--- src/rtl/coef_access_pkg.sv ---
package coef_access_pkg;
  localparam int unsigned SEL_W      = 6;
  localparam int unsigned HADDR_W    = 4;
  localparam int unsigned DATA_BYTES = 4;
  localparam int unsigned DATA_W     = 8 * DATA_BYTES;
  localparam int unsigned NUM_MEM    = 3;
  localparam int unsigned NREQ       = 2 * NUM_MEM;
  // select registers follow the data bytes; request 2m is a write, 2m+1 a read
  localparam int unsigned SEL_BASE   = DATA_BYTES;
  localparam int unsigned MEM_EC     = 0;
  localparam int unsigned MEM_FB     = 1;
  localparam int unsigned MEM_SP     = 2;
endpackage

--- src/rtl/coef_mem.sv ---
module coef_mem #(
  parameter int unsigned WIDTH = 8,
  parameter int unsigned DEPTH = 64,
  parameter int unsigned AW    = 6
) (
  input  logic             clk,
  input  logic             rst,
  input  logic             we,
  input  logic [AW-1:0]    waddr,
  input  logic [WIDTH-1:0] wdata,
  input  logic [AW-1:0]    raddr,
  output logic [WIDTH-1:0] rdata
);
  localparam logic [AW:0] LIMIT = (AW+1)'(DEPTH);

  logic [WIDTH-1:0] mem [0:DEPTH-1];
  logic w_ok, r_ok;

  assign w_ok = {1'b0, waddr} < LIMIT;
  assign r_ok = {1'b0, raddr} < LIMIT;

  // read-first: a read and a write to the same word in one cycle return the old word
  always_ff @(posedge clk) begin
    if (rst) begin
      for (int i = 0; i < int'(DEPTH); i++) mem[i] <= '0;
      rdata <= '0;
    end else begin
      if (we && w_ok) mem[waddr] <= wdata;
      rdata <= r_ok ? mem[raddr] : '0;
    end
  end
endmodule

--- src/rtl/coef_req_track.sv ---
module coef_req_track #(
  parameter int unsigned NUM_MEM = 3
) (
  input  logic                 clk,
  input  logic                 rst,
  input  logic                 sym_stb,
  input  logic [2*NUM_MEM-1:0] req_set,
  output logic [NUM_MEM-1:0]   wr_go,
  output logic [NUM_MEM-1:0]   rd_go,
  output logic [2*NUM_MEM-1:0] pend_q,
  output logic [2*NUM_MEM-1:0] pend_nxt
);
  localparam int unsigned NR = 2 * NUM_MEM;

  logic [NUM_MEM-1:0] rd_pend;
  logic [NR-1:0]      served;

  for (genvar m = 0; m < NUM_MEM; m++) begin : g_mem
    assign wr_go[m]       = sym_stb & pend_q[2*m];
    assign rd_pend[m]     = pend_q[2*m+1];
    assign served[2*m]    = wr_go[m];
    assign served[2*m+1] = rd_go[m];
  end

  // lowest store index wins the single read slot of a strobe
  always_comb begin
    rd_go = '0;
    if (sym_stb) begin
      for (int m = int'(NUM_MEM) - 1; m >= 0; m--) begin
        if (rd_pend[m]) begin
          rd_go    = '0;
          rd_go[m] = 1'b1;
        end
      end
    end
  end

  // a new select write always posts, and replaces any older request of that register
  assign pend_nxt = req_set | (pend_q & ~served);

  always_ff @(posedge clk) begin
    if (rst) pend_q <= '0;
    else     pend_q <= pend_nxt;
  end
endmodule

--- src/rtl/coef_access_ctrl.sv ---
module coef_access_ctrl
  import coef_access_pkg::*;
#(
  parameter int unsigned EC_W     = 14,
  parameter int unsigned EC_DEPTH = 64,
  parameter int unsigned FB_W     = 16,
  parameter int unsigned FB_DEPTH = 58,
  parameter int unsigned SP_W     = 8,
  parameter int unsigned SP_DEPTH = 64
) (
  input  logic               clk,
  input  logic               rst,
  input  logic               host_we,
  input  logic [HADDR_W-1:0] host_addr,
  input  logic [7:0]         host_wdata,
  output logic [7:0]         host_rdata,
  input  logic               sym_stb,
  output logic               busy
);
  logic [SEL_W-1:0]   sel_q [NREQ];
  logic [DATA_W-1:0]  data_q, load_word;
  logic [NREQ-1:0]    req_set, pend_q, pend_nxt;
  logic [NUM_MEM-1:0] wr_go, rd_go, load_q;
  logic [EC_W-1:0]    ec_q;
  logic [FB_W-1:0]    fb_q;
  logic [SP_W-1:0]    sp_q;
  logic [7:0]         rd_mux;

  // select registers
  for (genvar i = 0; i < NREQ; i++) begin : g_sel
    assign req_set[i] = host_we && (host_addr == HADDR_W'(SEL_BASE + i));
    always_ff @(posedge clk) begin
      if (rst)             sel_q[i] <= '0;
      else if (req_set[i]) sel_q[i] <= host_wdata[SEL_W-1:0];
    end
  end

  coef_req_track #(.NUM_MEM(NUM_MEM)) u_trk (
    .clk(clk), .rst(rst), .sym_stb(sym_stb), .req_set(req_set),
    .wr_go(wr_go), .rd_go(rd_go), .pend_q(pend_q), .pend_nxt(pend_nxt)
  );

  coef_mem #(.WIDTH(EC_W), .DEPTH(EC_DEPTH), .AW(SEL_W)) u_ec (
    .clk(clk), .rst(rst), .we(wr_go[MEM_EC]), .waddr(sel_q[2*MEM_EC]),
    .wdata(data_q[EC_W-1:0]), .raddr(sel_q[2*MEM_EC+1]), .rdata(ec_q)
  );

  coef_mem #(.WIDTH(FB_W), .DEPTH(FB_DEPTH), .AW(SEL_W)) u_fb (
    .clk(clk), .rst(rst), .we(wr_go[MEM_FB]), .waddr(sel_q[2*MEM_FB]),
    .wdata(data_q[FB_W-1:0]), .raddr(sel_q[2*MEM_FB+1]), .rdata(fb_q)
  );

  coef_mem #(.WIDTH(SP_W), .DEPTH(SP_DEPTH), .AW(SEL_W)) u_sp (
    .clk(clk), .rst(rst), .we(wr_go[MEM_SP]), .waddr(sel_q[2*MEM_SP]),
    .wdata(data_q[SP_W-1:0]), .raddr(sel_q[2*MEM_SP+1]), .rdata(sp_q)
  );

  // zero-extended word from the store whose read was served last strobe
  always_comb begin
    load_word = '0;
    if (load_q[MEM_EC])      load_word = DATA_W'(ec_q);
    else if (load_q[MEM_FB]) load_word = DATA_W'(fb_q);
    else if (load_q[MEM_SP]) load_word = DATA_W'(sp_q);
  end

  always_ff @(posedge clk) begin
    if (rst) begin
      data_q <= '0;
      load_q <= '0;
      busy   <= 1'b0;
    end else begin
      load_q <= rd_go;
      busy   <= (|pend_nxt) | (|rd_go);
      if (|load_q) begin
        data_q <= load_word;
      end else if (host_we) begin
        for (int b = 0; b < int'(DATA_BYTES); b++)
          if (host_addr == HADDR_W'(b)) data_q[8*b +: 8] <= host_wdata;
      end
    end
  end

  // host read path
  always_comb begin
    rd_mux = '0;
    for (int b = 0; b < int'(DATA_BYTES); b++)
      if (host_addr == HADDR_W'(b)) rd_mux = data_q[8*b +: 8];
    for (int i = 0; i < int'(NREQ); i++)
      if (host_addr == HADDR_W'(SEL_BASE + i)) rd_mux = {{(8-SEL_W){1'b0}}, sel_q[i]};
  end

  always_ff @(posedge clk) begin
    if (rst) host_rdata <= '0;
    else     host_rdata <= rd_mux;
  end
endmodule

--- config.mk ---
export PLATFORM = sky130hd
export DESIGN_NAME = coef_access_ctrl
export DESIGN_NICKNAME = d
export VERILOG_FILES = /design/src/rtl/coef_access_pkg.sv /design/src/rtl/coef_mem.sv /design/src/rtl/coef_req_track.sv /design/src/rtl/coef_access_ctrl.sv
export SDC_FILE = /design/constraint.sdc
export NUM_CORES = 2
export LEC_CHECK = 0
export BUFFER_PORTS_ARGS = -buffer_cell sky130_fd_sc_hd__buf_4
export CORE_MARGIN = 3
export CORE_UTILIZATION = 65
export CTS_BUF_LIST = sky130_fd_sc_hd__clkbuf_16
export CTS_CLUSTER_SIZE = 28
export DETAILED_ROUTE_END_ITERATION = 16
export GPL_TIMING_DRIVEN = 0
export PLACE_DENSITY = 0.81
export SLEW_MARGIN = 20
export SYNTH_ARGS = -nofsm -noshare
export SYNTH_HDL_FRONTEND = slang
export SYNTH_HIERARCHICAL = 1
export SYNTH_SLANG_ARGS = --single-unit
--- constraint.sdc ---
create_clock -name clk -period 4.49 [get_ports clk]
set_input_delay 0.2245 -clock clk [delete_from_list [all_inputs] [get_ports clk]]
set_output_delay 0.2245 -clock clk [all_outputs]
set_load 0.05 [all_outputs]
==> flow_summary.yaml <==
drt:
  drc: 0
  vias_per_cell: 6.914
  detail_route.wirelength_mm: 378.3
  drt_iter0_markers: 12360
  routed_wire_length_per_instance_um: 35.34
  firstDrtPassIters: 9
  route.vias.total: 74010
  antenna_violating_nets_post_route: 0
sta:
  tightest_slew_ps: 1343
  shortest_clock_period_the_worst_path_allows_after_layout_ps: 4954
  slew_headroom_pct: 10.17
  setup_viol: 6
  finalHoldViolCount: 0
  worst_hold_slack_ps: 190.5
  timing.final.crit_share_pct: 110.3
  layout_setup_ws_ps: -463.6
  finalClockSkew_ps: 31.34
  rsz0062_at_grt: "no"
  clock.fmax_mhz: 201.9
  final_max_slew_viol_count: 0
synth:
  synth_edf_count: 2468
  post_synthesis_instance_area_mm2: 0.1166
  synth_seq_cells: 2556
  post_synth_inst_count: 7762
  synthesis.area_per_instance_um2: 15.02
  synth.yosys.warnings: 6
  synth_async_sr_flop_share_pct: 0
  ys_dominant_reg_cell: "sky130_fd_sc_hd__edfxtp_1"
  seq_area_frac_synth_pct: 65.07
  yosys.cell_types.count: 82
cells_and_area:
  final-seq-area_mm2: 0.07588
  finalNetCount: 8185
  multiInputGateArea_mm2: 0.03786
  stdcell_area_mm2: 0.1283
  post_route_cells_drive_above_1_share_pct: 15.50
  area_growth_pct: 10.00
  filler_cell_count: 11010
setup_path:
  critical_path.max_stage_delay_ps: 1120
  startpoint_type_of_the_worst_setup_path: "register"
  crit_type: "register to register"
  path_common_cell: "sky130_fd_sc_hd__buf_2"
  worst-path-max-fanout: 11
  worst_setup_ep_type: "register"
  worstPathBufferInverterCount: 3
  path_delay_family: "buffers and inverters"
  timing.critical_path.cells: "buf_2, buf_2, nor2_1, clkbuf_1, a22oi_1, a21oi_1, a22o_1"
  arrival_ps: 5760
  critPathRequiredTime_ps: 5300
  crit_path_top_delay_cell: "sky130_fd_sc_hd__nor2_1"
floorplan:
  num_rows: 154
  die_h_um: 429.6
  core-area_mm2: 0.1773
  die_area_mm2: 0.1845
  die_width_um: 429.6
  io_pins: 25
  initial_core_util_pct: 65.78
place:
  place_congestion: 1.040
  port-buffer-count: 16
  worst_setup_slack_post_dpl_ps: 298.3
  postPlaceCellArea_mm2: 0.1201
  detailed_place_hpwl_mm: 260.0
cts:
  clock_root_cell: "sky130_fd_sc_hd__clkbuf_16"
  cts-root-to-sink-buffers: 4
  cts-buffers-inserted: 274
  cts_tree: "done"
  htree_num_levels: 5
  clock_sinks: 2556
  post_cts_buffers: 0
  worstSkewPairLatency_ps: 910
  path_clk_slew_ps: 60
  cts.repair.resized: 0
power_and_ir_drop:
  static_leakage_nw: 46.81
  vdd_drop_max_uv: 428.5
  power_density_mw_per_mm2: 404.0
grt:
  via_count_of_the_first_global_routing_pass: 72260
  grt_first_pass_wirelength_mm: 529.6
  grt_start_max_net_pins: 24
  grt_overflow: 0
  initial_antenna_violation_count: 25
  grt_use_total_pct: 41.08
outcome:
  status: "complete, but fails checks"
  violations: "setup timing"
job:
  maxCapViolCount: 0
min_path:
  min-delay-path-class: "input pin to register"
-- tightest hold or removal path, cell delays in order --
cell and delay, ps:
sky130_fd_sc_hd__dlygate4sd3_1 520, sky130_fd_sc_hd__buf_4 160, sky130_fd_sc_hd__mux2i_1 80, sky130_fd_sc_hd__nor2_1 80
-- cells in the mapped netlist, types with 15 or more instances --
| cell type | number | area [um2] |
|---|---|---|
| sky130_fd_sc_hd__buf_2 | 83 | 415.4 |
| sky130_fd_sc_hd__or2_2 | 194 | 1214 |
| sky130_fd_sc_hd__o221ai_1 | 56 | 490.5 |
| sky130_fd_sc_hd__edfxtp_1 | 2468 | 74110 |
| sky130_fd_sc_hd__buf_1 | 40 | 150.1 |
| sky130_fd_sc_hd__and2_1 | 2380 | 14890 |
| sky130_fd_sc_hd__nand2_1 | 83 | 311.6 |
| sky130_fd_sc_hd__a221oi_1 | 29 | 254.0 |
| sky130_fd_sc_hd__buf_6 | 40 | 450.4 |
| sky130_fd_sc_hd__clkbuf_1 | 458 | 1719 |
| sky130_fd_sc_hd__a2111oi_0 | 16 | 140.1 |
| sky130_fd_sc_hd__nand3_1 | 43 | 215.2 |
| sky130_fd_sc_hd__inv_1 | 15 | 56.30 |
| sky130_fd_sc_hd__nand2b_1 | 25 | 156.4 |
| sky130_fd_sc_hd__nor2_1 | 259 | 972.2 |
| sky130_fd_sc_hd__dfxtp_1 | 88 | 1762 |
| sky130_fd_sc_hd__a22oi_1 | 32 | 240.2 |
| sky130_fd_sc_hd__mux2_2 | 29 | 326.6 |
| sky130_fd_sc_hd__o21ai_0 | 94 | 470.5 |
| sky130_fd_sc_hd__o22ai_1 | 67 | 419.2 |
| sky130_fd_sc_hd__buf_4 | 45 | 337.8 |
| sky130_fd_sc_hd__nand3b_1 | 15 | 112.6 |
| sky130_fd_sc_hd__mux2i_1 | 305 | 3053 |
| sky130_fd_sc_hd__nor2b_1 | 35 | 219.0 |
| sky130_fd_sc_hd__a211oi_1 | 32 | 240.2 |
| sky130_fd_sc_hd__mux4_2 | 506 | 11400 |
| sky130_fd_sc_hd__a21oi_1 | 121 | 605.6 |
-- final timing paths --
check	from	end	slack (ps)	cells past startpoint
max	sel_q[3][2]	u_fb/rdata[3]	-460	7
min	host_wdata[6]	data_q[22]	190	4
max reg2reg	sel_q[3][2]	u_fb/rdata[3]	-460	7
min reg2reg	data_q[29]	data_q[29]	500	2
-- sequential cells by signal, indices dropped and copies added, names as in the netlist --
signal	count
u_sp/rdata	8
host_rdata	8
sel_q	36
u_sp/mem	512
data_q	32
u_ec/mem	896
busy	1
load_q	3
u_trk/pend_q	6
u_fb/rdata	16
u_fb/mem	1024
u_ec/rdata	14
-- timing repair --
| item | in CTS | in global routing |
|---|---|---|
| hold endpoints to repair | 59 | 0 |
| hold buffers | 19 | 0 |
| setup endpoints to repair | 0 | 0 |
-- cell usage in the layout, fill, tap and decap left out, types with 38 or more instances in the layout --
| cell | n |
|---|---|
| sky130_fd_sc_hd__nand3_1 | 43 |
| sky130_fd_sc_hd__buf_6 | 40 |
| sky130_fd_sc_hd__nor2_1 | 258 |
| sky130_fd_sc_hd__inv_1 | 79 |
| sky130_fd_sc_hd__a21oi_1 | 121 |
| sky130_fd_sc_hd__buf_2 | 85 |
| sky130_fd_sc_hd__clkinv_1 | 59 |
| sky130_fd_sc_hd__buf_4 | 61 |
| sky130_fd_sc_hd__clkinv_2 | 38 |
| sky130_fd_sc_hd__clkbuf_1 | 450 |
| sky130_fd_sc_hd__nand2_1 | 83 |
| sky130_fd_sc_hd__mux2i_1 | 305 |
| sky130_fd_sc_hd__and2_1 | 2380 |
| sky130_fd_sc_hd__edfxtp_1 | 2468 |
| sky130_fd_sc_hd__o21ai_0 | 94 |
| sky130_fd_sc_hd__mux4_2 | 506 |
| sky130_fd_sc_hd__clkbuf_16 | 281 |
| sky130_fd_sc_hd__o221ai_1 | 56 |
| sky130_fd_sc_hd__or2_2 | 194 |
| sky130_fd_sc_hd__dfxtp_1 | 83 |
| sky130_fd_sc_hd__conb_1 | 96 |
| sky130_fd_sc_hd__o22ai_1 | 67 |
-- cell families after synthesis --
group                  after synthesis  synth area share, %
AOI/OAI and AO/OA                  566                3.309
DFF                               2556                65.07
other                                1             0.003216
buffers and inverters              691                2.787
and+or+nand+nor                   3097                15.92
muxes                              851                12.92
-- per-stage QoR --
step / cells / utilization [%] / TNS, ps / power (mW)
3_3_place_gp: 10210 / 67.70 / 0 / 31.41
3_5_place_dp: 10210 / 67.73 / 0 / 31.51
6_report: 10710 / 72.36 / -783.9 / 51.82
4_1_cts: 10690 / 72.33 / 0 / 51.65
5_1_grt: 10690 / 72.34 / 0 / 52.83
2_1_floorplan: 7857 / - / 0 / 29.74
-- layout make-up --
class                           count  area share (%)
Inverter                           17         0.04975
Antenna cell                       17         0.03316
Multi-Input combinational cell   4610           29.52
Buffer                            674           2.497
Timing Repair Buffer               36          0.2634
Clock inverter                    174          0.7199
Clock buffer                      281           5.482
Sequential cell                  2556           59.15
Tap cell                         2340           2.282
-- power breakdown --
part	internal, mW	switching, mW
Combinational	1.26	2.77
Clock	11.6	8.91
Sequential	26.9	0.338
-- metal layers --
| metal | track usage, % | up-vias | part of all wire [%] |
|---|---|---|---|
| met4 | 30.28 | 18 | 9.4 |
| li1 | - | 29310 | - |
| met2 | 60.54 | 6405 | 44 |
| met5 | 0 | - | 0.038 |
| met1 | 51.62 | 36730 | 32 |
| met3 | 12.96 | 1550 | 15 |
(Power assumes the default switching activity.)
